==> config.mk <==
export PLATFORM = sky130hd
export DESIGN_NAME = serial_cfg_port
export DESIGN_NICKNAME = d
export VERILOG_FILES = /design/src/rtl/cfgport_pkg.sv /design/src/rtl/cfgport_shifter.sv /design/src/rtl/cfgport_decode.sv /design/src/rtl/cfgport_unlock.sv /design/src/rtl/serial_cfg_port.sv
export SDC_FILE = /design/constraint.sdc
export NUM_CORES = 1
export LEC_CHECK = 0
export ABC_AREA = 1
export BUFFER_PORTS_ARGS = -buffer_cell sky130_fd_sc_hd__buf_4
export CAP_MARGIN = 10
export CORE_MARGIN = 4
export CORE_UTILIZATION = 45
export CTS_CLUSTER_DIAMETER = 100
export DETAILED_ROUTE_END_ITERATION = 10
export GPL_TIMING_DRIVEN = 1
export HOLD_SLACK_MARGIN = 0.1
export PLACE_DENSITY = 0.73
export SYNTH_ARGS = -nofsm -noshare
export SYNTH_HDL_FRONTEND = slang
export SYNTH_SLANG_ARGS = --single-unit
==> constraint.sdc <==
create_clock -name clk -period 1.4 [get_ports clk]
set_clock_uncertainty 0.05 [all_clocks]
set_input_delay 0.14 -clock clk [delete_from_list [all_inputs] [get_ports clk]]
set_output_delay 0.14 -clock clk [all_outputs]
set_load 0.005 [all_outputs]
==> src/rtl/cfgport_pkg.sv <==
package cfgport_pkg;

  localparam int REG_W    = 5;
  localparam int DATA_W   = 8;
  localparam int SEL_W    = 2;
  localparam int NUM_DEST = 1 << SEL_W;
  localparam int GATE_BIT = 4;

  typedef enum logic [SEL_W-1:0] {
    DST_CTRL = 2'd0,
    DST_A    = 2'd1,
    DST_NONE = 2'd2,
    DST_B    = 2'd3
  } dest_e;

  localparam logic [REG_W-1:0] MODE_FORCE = 5'h0C;
  localparam logic [REG_W-1:0] CTRL_RST   = MODE_FORCE;
  localparam logic [REG_W-1:0] REGA_RST   = 5'h10;
  localparam logic [REG_W-1:0] REGB_RST   = 5'h00;

  // Restart write: mode bits forced on, other bits kept.
  function automatic logic [REG_W-1:0] force_mode(input logic [REG_W-1:0] c);
    return c | MODE_FORCE;
  endfunction

  // Place a serial bit at the position given by the running count.
  function automatic logic [REG_W-1:0] place_bit(input logic b, input int unsigned pos);
    logic [REG_W-1:0] one;
    one = '0;
    one[0] = b;
    return one << pos;
  endfunction

endpackage

==> src/rtl/cfgport_shifter.sv <==
module cfgport_shifter
  import cfgport_pkg::*;
#(
  parameter int RW = REG_W,
  parameter int DW = DATA_W
) (
  input  logic          clk,
  input  logic          rst,
  input  logic          acc,
  input  logic [DW-1:0] din,
  output logic          clr_wr,
  output logic          commit,
  output logic [RW-1:0] commit_val
);
  localparam int CNT_W = $clog2(RW + 1);
  localparam logic [CNT_W-1:0] LAST = CNT_W'(RW - 1);

  logic [RW-1:0]    sh_q;
  logic [CNT_W-1:0] cnt_q;
  logic             shift_wr;
  logic [RW-1:0]    sh_next;

  assign clr_wr     = acc & din[DW-1];
  assign shift_wr   = acc & ~din[DW-1];
  assign sh_next    = sh_q | place_bit(din[0], 32'(cnt_q));
  assign commit     = shift_wr && (cnt_q == LAST);
  assign commit_val = sh_next;

  always_ff @(posedge clk) begin
    if (rst || clr_wr || commit) begin
      sh_q  <= '0;
      cnt_q <= '0;
    end else if (shift_wr) begin
      sh_q  <= sh_next;
      cnt_q <= cnt_q + 1'b1;
    end
  end
endmodule

==> src/rtl/cfgport_decode.sv <==
module cfgport_decode
  import cfgport_pkg::*;
#(
  parameter int SW      = SEL_W,
  parameter int DISCARD = int'(DST_NONE)
) (
  input  logic             commit,
  input  logic [SW-1:0]    sel,
  output logic [(1<<SW)-1:0] ld
);
  localparam int ND = 1 << SW;

  for (genvar i = 0; i < ND; i++) begin : g_dest
    if (i == DISCARD) begin : g_drop
      assign ld[i] = 1'b0;
    end else begin : g_keep
      assign ld[i] = commit && (sel == SW'(i));
    end
  end
endmodule

==> src/rtl/cfgport_unlock.sv <==
module cfgport_unlock
  import cfgport_pkg::*;
#(
  parameter logic RST_BIT = REGA_RST[GATE_BIT]
) (
  input  logic clk,
  input  logic rst,
  input  logic ld_a,
  input  logic new_bit,
  input  logic old_bit,
  output logic a_rise,
  output logic a_fall,
  output logic seen_low,
  output logic unlocked,
  output logic pend_clr,
  output logic cnt_clr
);
  logic seen_low_q, unlocked_q;

  assign a_rise   = ld_a && !old_bit && new_bit;
  assign a_fall   = ld_a && old_bit && !new_bit;
  assign seen_low = seen_low_q;
  assign unlocked = unlocked_q;

  always_ff @(posedge clk) begin
    if (rst) begin
      seen_low_q <= 1'b0;
      unlocked_q <= 1'b0;
      pend_clr   <= 1'b0;
      cnt_clr    <= 1'b0;
    end else begin
      if (ld_a && !new_bit) seen_low_q <= 1'b1;
      if (a_rise && seen_low_q) unlocked_q <= 1'b1;
      pend_clr <= a_rise | a_fall;
      cnt_clr  <= ld_a & new_bit;
    end
  end
endmodule

==> src/rtl/serial_cfg_port.sv <==
module serial_cfg_port
  import cfgport_pkg::*;
#(
  parameter int RW = REG_W,
  parameter int DW = DATA_W,
  parameter int SW = SEL_W
) (
  input  logic          clk,
  input  logic          rst,
  input  logic          wr_en,
  input  logic [SW:0]   addr_hi,
  input  logic [DW-1:0] wr_data,
  output logic [RW-1:0] ctrl_q,
  output logic [RW-1:0] rega_q,
  output logic [RW-1:0] regb_q,
  output logic          wram_off,
  output logic          prg_unlocked,
  output logic          tmr_pend_clr,
  output logic          tmr_cnt_clr
);
  localparam int ND = 1 << SW;

  logic          acc;
  logic          clr_wr;
  logic          commit;
  logic [RW-1:0] commit_val;
  logic [ND-1:0] ld;
  logic          a_rise, a_fall, seen_low;

  assign acc = wr_en & addr_hi[SW];

  cfgport_shifter #(.RW(RW), .DW(DW)) u_shift (
    .clk(clk), .rst(rst), .acc(acc), .din(wr_data),
    .clr_wr(clr_wr), .commit(commit), .commit_val(commit_val)
  );

  cfgport_decode #(.SW(SW), .DISCARD(int'(DST_NONE))) u_dec (
    .commit(commit), .sel(addr_hi[SW-1:0]), .ld(ld)
  );

  cfgport_unlock #(.RST_BIT(REGA_RST[GATE_BIT])) u_unl (
    .clk(clk), .rst(rst), .ld_a(ld[DST_A]),
    .new_bit(commit_val[GATE_BIT]), .old_bit(rega_q[GATE_BIT]),
    .a_rise(a_rise), .a_fall(a_fall), .seen_low(seen_low),
    .unlocked(prg_unlocked), .pend_clr(tmr_pend_clr), .cnt_clr(tmr_cnt_clr)
  );

  always_ff @(posedge clk) begin
    if (rst) begin
      ctrl_q   <= CTRL_RST;
      rega_q   <= REGA_RST;
      regb_q   <= REGB_RST;
      wram_off <= REGB_RST[GATE_BIT];
    end else begin
      if (ld[DST_CTRL])  ctrl_q <= commit_val;
      else if (clr_wr)   ctrl_q <= force_mode(ctrl_q);
      if (ld[DST_A])     rega_q <= commit_val;
      if (ld[DST_B]) begin
        regb_q   <= commit_val;
        wram_off <= commit_val[GATE_BIT];
      end
    end
  end
endmodule

[After elaboration in Yosys (flattened, before gate mapping)]
Index checks and enable logic that the tools add are counted.
Storage, ports and cells
  flip-flop bits (word level): 28
  logic and storage cells: 41
  bits of input ports: 14
  output and inout port bits: 19
Cells by class
  eq/ne operators: 3
  reductions and logical operators: 16
  bitwise operators: 7
  shift operators: 1
  $add $sub $neg: 1
  multiplexer cells: 2
Operators by type and width (count)
  1-bit logical AND: 10
  5-bit two-way mux: 1
  5-bit bitwise OR: 1
  1-bit by 3-bit left shift with 5-bit output: 1
  1-bit AND: 4
  4-bit two-way mux: 1
  3-bit by 1-bit adder with 3-bit output (second input constant): 1
  3-bit equality test (second input constant): 1
  2-bit by 1-bit equality test with 1-bit output (second input constant): 1
  2-bit equality test (second input constant): 1
  1-bit zero test: 2
  2-bit zero test: 1
  1-bit logical OR: 2
  2-bit nonzero test: 1
  1-bit NOT: 1
  1-bit bitwise OR: 1

[Logic depth before layout (Yosys ltp)]
Gate-level depths: netlist of the first run.
  depth after elaboration: 7
  mapped depth: 8

[By module]
From an unflattened synthesis of the first run, not the netlist that was laid out.
Second synthesis, totals
  cell total of the unflattened synthesis: 168
  area, all modules: 1176.1 um^2
Modules (own cells, without submodules)
  serial_cfg_port: cells an instance 75, times used 1, area each 558.0 um^2
  cfgport_shifter: cells an instance 67, times used 1, area each 442.9 um^2
  cfgport_unlock: cells an instance 18, times used 1, area each 141.4 um^2
  cfgport_decode: cells an instance 8, times used 1, area each 33.8 um^2

[Least setup slack after synthesis of the first run]
No wires, ideal clock.
  path type: register to register
  start point: reg u_shift.cnt_q[1]
  end point: reg u_shift.sh_q[3]
  data arrival time: 1.216 ns
  period minus slack after synthesis: 1.322 ns
  cell stages (with the launch flop): 9
  setup slack: 0.078 ns
  data required time: 1.294 ns
  setup time: 0.056 ns
  cells stage by stage: dfxtp_1 inv_1 ha_1 nand2_2 clkinv_4 nand2_1 nand3_2 o21bai_1 inv_1
On the way
  longest elaborated chain between the ends: 3
  elaborated cells between the ends (all ways): 5
  those cells by class: eq/ne (1); shift (1); bitwise (1); reduce/logical (2)
RTL lines
  from (decl): RTL line cfgport_shifter.sv:19  | logic [CNT_W-1:0] cnt_q;
  from (signal assigned): RTL line cfgport_shifter.sv:35  | cnt_q <= cnt_q + 1'b1;
  3-bit equality test: RTL line cfgport_shifter.sv:26  | assign commit = shift_wr && (cnt_q == LAST);
  1-bit logical AND: RTL line cfgport_shifter.sv:26
  1-bit logical OR: RTL line cfgport_shifter.sv:30  | if (rst || clr_wr || commit) begin
  to (signal assigned): RTL line cfgport_shifter.sv:34  | sh_q <= sh_next;
  to (decl): RTL line cfgport_shifter.sv:18  | logic [RW-1:0] sh_q;
Parallel ways exist; a longest one is shown, timed or not.
A chain may end at the register's enable or synchronous reset.

[Final worst setup path of the first run]
  start point: reg u_shift.cnt_q[0]
  end point: reg u_unl.unlocked_q (netlist: u_unl.unlocked)
On the way
  longest elaborated chain between the ends: 6
  elaborated cells between the ends (all ways): 8
  those cells by class: eq/ne (1); shift (1); bitwise (1); reduce/logical (5)
RTL lines
  3-bit equality test: RTL line cfgport_shifter.sv:26
  1-bit logical AND: RTL line cfgport_shifter.sv:26
  1-bit logical AND: RTL line cfgport_decode.sv:17  | assign ld[i] = commit && (sel == SW'(i));
  1-bit logical AND: RTL line cfgport_unlock.sv:20  | assign a_rise = ld_a && !old_bit && new_bit;
  1-bit logical AND (*): RTL line cfgport_unlock.sv:20
  1-bit logical AND (*): RTL line cfgport_unlock.sv:33  | if (a_rise && seen_low_q) unlocked_q <= 1'b1;
  to (signal assigned): RTL line cfgport_unlock.sv:28  | unlocked_q <= 1'b0;
  to (signal assigned): RTL line cfgport_unlock.sv:33
  to (decl): RTL line cfgport_unlock.sv:18  | logic seen_low_q, unlocked_q;
Mark *: on every way between the ends. The rest lies on a longest branch, timed or not.

==> impl_metrics.csv, run 1 <==
group,metric,value,unit
logic_synthesis,syn_inst,150,
placed_design,port_buffers,26,
logic_synthesis,ys_warn_count,0,
cts,cts.sinks,27,
timing,fmax,0.7540,GHz
timing,setup_viol,0,
layout,syn2layout_area_growth,26.40,%
cts,htreeDepth,1,
layout,nets,200,
floorplanning,die_x,59.72,µm
logic_synthesis,synth_edf_count,0,
placed_design,dp_slack,0.05706,ns
layout,final_cell_mix,"nand2_1, buf_4, dfxtp_1",
logic_synthesis,ys_ff_latch,27,
global_route,use_met3,2.592,%
global_route,use_met1,16.89,%
placed_design,routabilityCongestion,0.8103,
worst_setup_path,endpoint_kind,"flip-flop",
timing,layout_setup_ws,0.07372,ns
cts,cts_root_buf,"clkbuf_4",
placed_design,dp_hpwl,1803,µm
power,ir_drop,432.2,µV
worst_setup_path,crit_fanout,7,
floorplanning,core,2522,µm²
worst_setup_path,required,1.62,ns
layout,antennaDiodeCount,0,
global_route,grt_max_degree,17,
logic_synthesis,yosysSeqAreaShare,44.91,%
worst_setup_path,critical-path-slowest-cell,"dfxtp_2",
min_path,min_path_type,"in -> reg",
global_route,grt_pass1_wl,3912,µm
timing,worst_pin_slew,0.2634,ns
timing,hold_ws,0.1249,ns
cts,clkSlewWorstSetupHoldPaths,0.15,ns
global_route,gr-max-usage-layer,"met2",
timing,worst_slew_margin_rel,82.32,%
worst_setup_path,start_kind,"flip-flop",
global_route,grt-ovfl-total,0,
logic_synthesis,yosysUniqueCellTypes,26,
power,p_per_area,792.5,nW/µm²
logic_synthesis,ys_async_sr_fraction,0,%
power,power_leakage,0.6443,nW
floorplanning,io_pins,33,
global_route,use_met2,25.31,%
route,routed-via-count,1024,
logic_synthesis,synthesis.nets,166,
timing,rsz0062_at_grt,"true",
outcome,status,"finished clean",
worst_setup_path,slowest_delay,0.35,ns
route,antenna_left,0,
floorplanning,num_rows,18,
layout,stdcell_area,1521,µm²
global_route,grt_util_all_layers,14.14,%
route,vias_per_cell,4.808,
floorplanning,fp.dieArea,3566,µm²
power,power,1.206,mW
floorplanning,floorplan.initialDensity,47.72,%
timing,finalCritPeriodShare,94.73,%
logic_synthesis,synth_ff_type,"dfxtp_1",
route,wl_per_cell,11.26,µm
route,wirelength,2398,µm
global_route,antenna_found_initial,0,
route,dr.first_iter.drc_count,27,
layout,mostFrequentLayoutCell,"nand2_1",
logic_synthesis,syn_area,1204,µm²
timing,finalHoldViolations,0,
worst_setup_path,crit_chain,"inv_2 -> ha_4 -> nand2_4 -> clkinv_4 -> nand3_4 -> nor2_4 -> nand3_2 -> a21oi_2",
timing,post-route-min-period,1.326,ns
timing,finalMaxSlewViolations,0,
cts,clockBufferDepth,2,
placed_design,placed_area,1444,µm²
route,drtPass1Iterations,5,
route,drc,0,
worst_setup_path,worstSetupPathType,"reg -> reg",
cts,cts_buffers,3,
cts,cts_tree,"yes",
floorplanning,dieHeight,59.72,µm
global_route,first_global_vias,922,
logic_synthesis,syn_avg_cell_area,8.024,µm²
job,max_cap_violations,0,
layout,drive_gt1_share,32.79,%
worst_setup_path,crit_arrival,1.55,ns
cts,worst_skew_pair.late_latency,0.32,ns
[layout make-up]
type	count	area, µm²
fillers	224	1001
multi-input cells	95	565.5
flip-flops and latches	27	543.0
repair buffers	33	250.2
inverters	24	95.09
well taps	30	37.54
clock buffers	3	22.52
clock inverters	1	7.507
[per-layer routing]
layer / part of all wire (%) / vias to the layer above
li1: - / 541
met1: 44 / 461
met2: 51 / 20
met3: 4.2 / 2
met4: 0.54 / 0
met5: 0 / -
[Yosys cell counts (3+ instances only)]
master	n	area, µm²
nand2_1	36	135.1
dfxtp_1	27	540.5
inv_1	19	71.32
a21oi_1	18	90.09
nor2_1	10	37.54
o21ai_0	5	25.02
inv_2	4	15.01
nand3_1	4	20.02
nor2_4	3	33.78
[worst max-delay path: cells and delay by family, from the launching register on]
kind / cells / cell delay (ns)
DFF: 1 / 0.35
buffers and inverters: 2 / 0.16
AOI/OAI and AO/OA: 1 / 0.13
and+or+nand+nor: 4 / 0.44
adders and majority gates: 1 / 0.14
[worst paths after layout]
check                                      from                           to  slack (ns)  cells after the start
hold reg to reg          regb_q[0]$_SDFFE_PP0P_       regb_q[0]$_SDFFE_PP0P_        0.41                      2
hold / removal                       addr_hi[1]       regb_q[3]$_SDFFE_PP0P_        0.12                      3
setup / recovery  u_shift.cnt_q[0]$_SDFFE_PP0P_  u_unl.unlocked$_SDFFE_PP0P_        0.07                      8
setup reg to reg  u_shift.cnt_q[0]$_SDFFE_PP0P_  u_unl.unlocked$_SDFFE_PP0P_        0.07                      8
[what timing repair did]
| item | in CTS | in global routing |
|---|---|---|
| resized for setup | 0 | 8 |
| endpoints found under the setup margin | 0 | 8 |
| endpoints found under the hold margin | 11 | 0 |
| hold buffers | 1 | 0 |
| setup buffers | 0 | 1 |
[cells by family after synthesis]
group / share of synthesized area, %
buffers and inverters: 10.39
DFF: 44.91
xor gates and xnor gates: 0.7278
adders and majority gates: 2.079
and+or+nand+nor: 27.24
AOI/OAI and AO/OA: 14.66
[state kept, by name, indices dropped and copies added, names as in the netlist]
| name | flops |
|---|---|
| ctrl_q | 5 |
| rega_q | 5 |
| regb_q | 5 |
| u_shift.sh_q | 5 |
| u_shift.cnt_q | 3 |
| u_unl.cnt_clr | 1 |
| u_unl.pend_clr | 1 |
| u_unl.seen_low | 1 |
| u_unl.unlocked | 1 |
[where the power goes]
group | switching, mW | total, mW | leakage (nW) | internal [mW]
Clock | 0.233 | 0.342 | 0.0139 | 0.109
Sequential | 0.00126 | 0.773 | 0.219 | 0.772
Combinational | 0.0544 | 0.0912 | 0.412 | 0.0368
[metrics by stage]
step	setup TNS, ns	instances	util, %
after floorplan	0	150	-
after global placement	0	207	57.24
after detailed placement	0	207	57.24
after CTS	0	212	58.83
after global routing	-0.01865	213	60.32
final	0	213	60.32
(Power assumes the default switching activity.)
==> run 2, diff against run 1 <==
ABC_AREA = not set   (was 1)
PLACE_DENSITY = not set   (was 0.73)
PLACE_DENSITY_LB_ADDON = 0.25   (was not set)
==> run 2 against run 1 <==
Global-route usage rose by 2.7 points. Sequential share of layout area fell by 3.2 points. Register-to-register slack got worse by 0.05 ns. Highest routed layer unchanged.
==> impl_metrics.csv, run 2 <==
group,metric,value,unit
outcome,status,"finished clean",
worst_setup_path,path_buf_inv,1,
floorplanning,die_x,61.36,µm
floorplanning,dieHeight,61.36,µm
worst_setup_path,required,1.60,ns
route,wirelength,3157,µm
global_route,antenna_found_initial,0,
cts,htreeDepth,1,
min_path,whs_path_depth,3,
logic_synthesis,yosysSeqAreaShare,42.19,%
logic_synthesis,yosys-top-cells-area,"dfxtp_1, a21oi_1, a211oi_1",
route,met3_length,119,µm
worst_setup_path,critical-path-slowest-cell,"dfxtp_2",
timing,fmax,0.7277,GHz
timing,worst_slew_margin_rel,77.61,%
worst_setup_path,endpoint_kind,"flip-flop",
worst_setup_path,crit_family,"simple AND/OR/NAND/NOR gates",
timing,worst_pin_slew,0.3357,ns
worst_setup_path,crit_chain,"inv_2 -> ha_4 -> and4_2 -> and2_4 -> a211oi_1",
power,power,1.246,mW
placed_design,routabilityCongestion,0.7710,
logic_synthesis,ys_ff_latch,27,
cts,clockBufferDepth,2,
worst_setup_path,start_kind,"flip-flop",
timing,finalSetupTns,0,ns
timing,setup_viol,0,
global_route,grt_max_degree,23,
global_route,grt_util_all_layers,16.80,%
logic_synthesis,ys_warn_count,0,
placed_design,dp_slack,-0.02056,ns
logic_synthesis,synth_top_area_share,42.19,%
power,power_leakage,0.6669,nW
worst_setup_path,crit_arrival,1.57,ns
timing,finalMaxSlewViolations,0,
cts,worst_skew_pair.late_latency,0.33,ns
route,vias_per_cell,6.026,
route,drc,0,
floorplanning,num_rows,19,
logic_synthesis,syn_area,1281,µm²
layout,syn2layout_area_growth,31.45,%
floorplanning,io_pins,33,
power,ir_drop,606.3,µV
route,wl_met2,1628,µm
logic_synthesis,ys_async_sr_fraction,0,%
timing,post-route-min-period,1.374,ns
job,max_cap_violations,0,
cts,cts_tree,"yes",
logic_synthesis,synthesis.nets,148,
timing,finalHoldViolations,0,
logic_synthesis,yosysUniqueCellTypes,40,
logic_synthesis,syn_inst,132,
logic_synthesis,syn_avg_cell_area,9.706,µm²
layout,mostFrequentLayoutCell,"buf_4",
logic_synthesis,yosysTopAreaCell,"dfxtp_1",
floorplanning,fp.dieArea,3765,µm²
logic_synthesis,netlist_top_cells_count,"dfxtp_1, a21oi_1, nor2_1",
floorplanning,core,2734,µm²
placed_design,dp_hpwl,2162,µm
placed_design,port_buffers,26,
worst_setup_path,regToRegEndpoint,"regb_q[0]$_SDFFE_PP0P_",
worst_setup_path,reg2reg_depth,5,
route,dr.first_iter.drc_count,43,
layout,antennaDiodeCount,0,
cts,cts.sinks,27,
power,p_per_area,739.7,nW/µm²
global_route,first_global_vias,1051,
min_path,min_path_type,"in -> reg",
layout,stdcell_area,1684,µm²
worst_setup_path,crit-reg2reg-launch,"u_shift.cnt_q[0]$_SDFFE_PP0P_",
worst_setup_path,slowest_delay,0.36,ns
placed_design,placed_area,1519,µm²
route,drtPass1Iterations,6,
cts,clkSlewWorstSetupHoldPaths,0.15,ns
worst_setup_path,crit_fanout,7,
route,wl_met1,1355,µm
timing,rsz0062_at_grt,"true",
logic_synthesis,synth_edf_count,0,
route,wl_per_cell,16.44,µm
layout,final_cell_mix,"buf_4, dfxtp_1, a21oi_1",
cts,cts_root_buf,"clkbuf_4",
worst_setup_path,worstSetupPathType,"reg -> reg",
global_route,grt-ovfl-total,0,
logic_synthesis,yosysMostFrequentCell,"dfxtp_1",
global_route,grt_pass1_wl,4698,µm
logic_synthesis,synth_ff_type,"dfxtp_1",
route,antenna_left,0,
min_path,whs_endpoint,"u_shift.sh_q[4]$_SDFFE_PP0P_",
layout,drive_gt1_share,43.48,%
cts,cts_buffers,3,
worst_setup_path,reg2reg_slack,0.03,ns
route,routed-via-count,1157,
timing,finalCritPeriodShare,98.16,%
timing,layout_setup_ws,0.02574,ns
floorplanning,floorplan.initialDensity,46.86,%
min_path,hp-start,"wr_data[0]",
route,highest_layer,"met4",
layout,nets,178,
run 2: metal layers:
layer | GRT usage (%) | vias to the layer above
li1 | - | 560
met1 | 21.87 | 563
met3 | 3.145 | 8
met2 | 27.34 | 26
met4 | 6.970 | 0
met5 | 0 | -
run 2: cell type report:
type                            instances  area, µm²
Clock buffer                            4      26.28
Fill cell                             225       1050
Tap cell                               31      38.79
Timing Repair Buffer                   35      310.3
Sequential cell                        27      546.8
Multi-Input combinational cell         91      747.0
Inverter                                4      15.01
run 2: stage by stage:
step	hold WS (ns)	cells	utilization, %
2_1_floorplan	0.2888	132	-
3_3_place_gp	0.4019	185	55.56
3_5_place_dp	0.4079	185	55.56
4_1_cts	0.1119	190	57.35
5_1_grt	0.1526	192	61.60
6_report	0.1471	192	61.60
run 2: worst max path at each step:
stage	endpoint	start	depth (start not counted)
after floorplan	regb_q[0]$_SDFFE_PP0P_	u_shift.cnt_q[1]$_SDFFE_PP0P_	7
after global placement	u_unl.unlocked$_SDFFE_PP0P_	u_shift.cnt_q[2]$_SDFFE_PP0P_	3
after detailed placement	u_unl.unlocked$_SDFFE_PP0P_	u_shift.cnt_q[2]$_SDFFE_PP0P_	3
after CTS	u_unl.unlocked$_SDFFE_PP0P_	u_shift.cnt_q[0]$_SDFFE_PP0P_	5
after global routing	regb_q[1]$_SDFFE_PP0P_	u_shift.cnt_q[0]$_SDFFE_PP0P_	5
final	regb_q[0]$_SDFFE_PP0P_	u_shift.cnt_q[0]$_SDFFE_PP0P_	5
run 2: what timing repair did:
action,4_1_cts,5_1_grt
pin swaps,0,6
gates cloned,0,1
gates resized for setup,4,19
hold buffers,1,0
setup endpoints to repair,12,11
setup buffers,0,1
hold endpoints to repair,14,0
run 2: where the power goes:
| part | total (mW) | switching [mW] | leakage (nW) | internal (mW) |
|---|---|---|---|---|
| clock | 0.342 | 0.230 | 0.0150 | 0.112 |
| sequential | 0.771 | 0.00188 | 0.219 | 0.770 |
| combinational | 0.132 | 0.0676 | 0.433 | 0.0646 |
run 2: cells by family after synthesis:
family / after synthesis / share of synthesized area, %
DFF: 27 / 42.19
muxes: 1 / 0.7813
AOI/OAI and AO/OA: 49 / 24.90
and+or+nand+nor: 39 / 23.44
buffers and inverters: 14 / 6.737
adders and majority gates: 2 / 1.953
run 2: worst min-delay path: stages:
cell and delay [ns]:
buf_4 0.13, a41oi_1 0.12, nor2_1 0.10
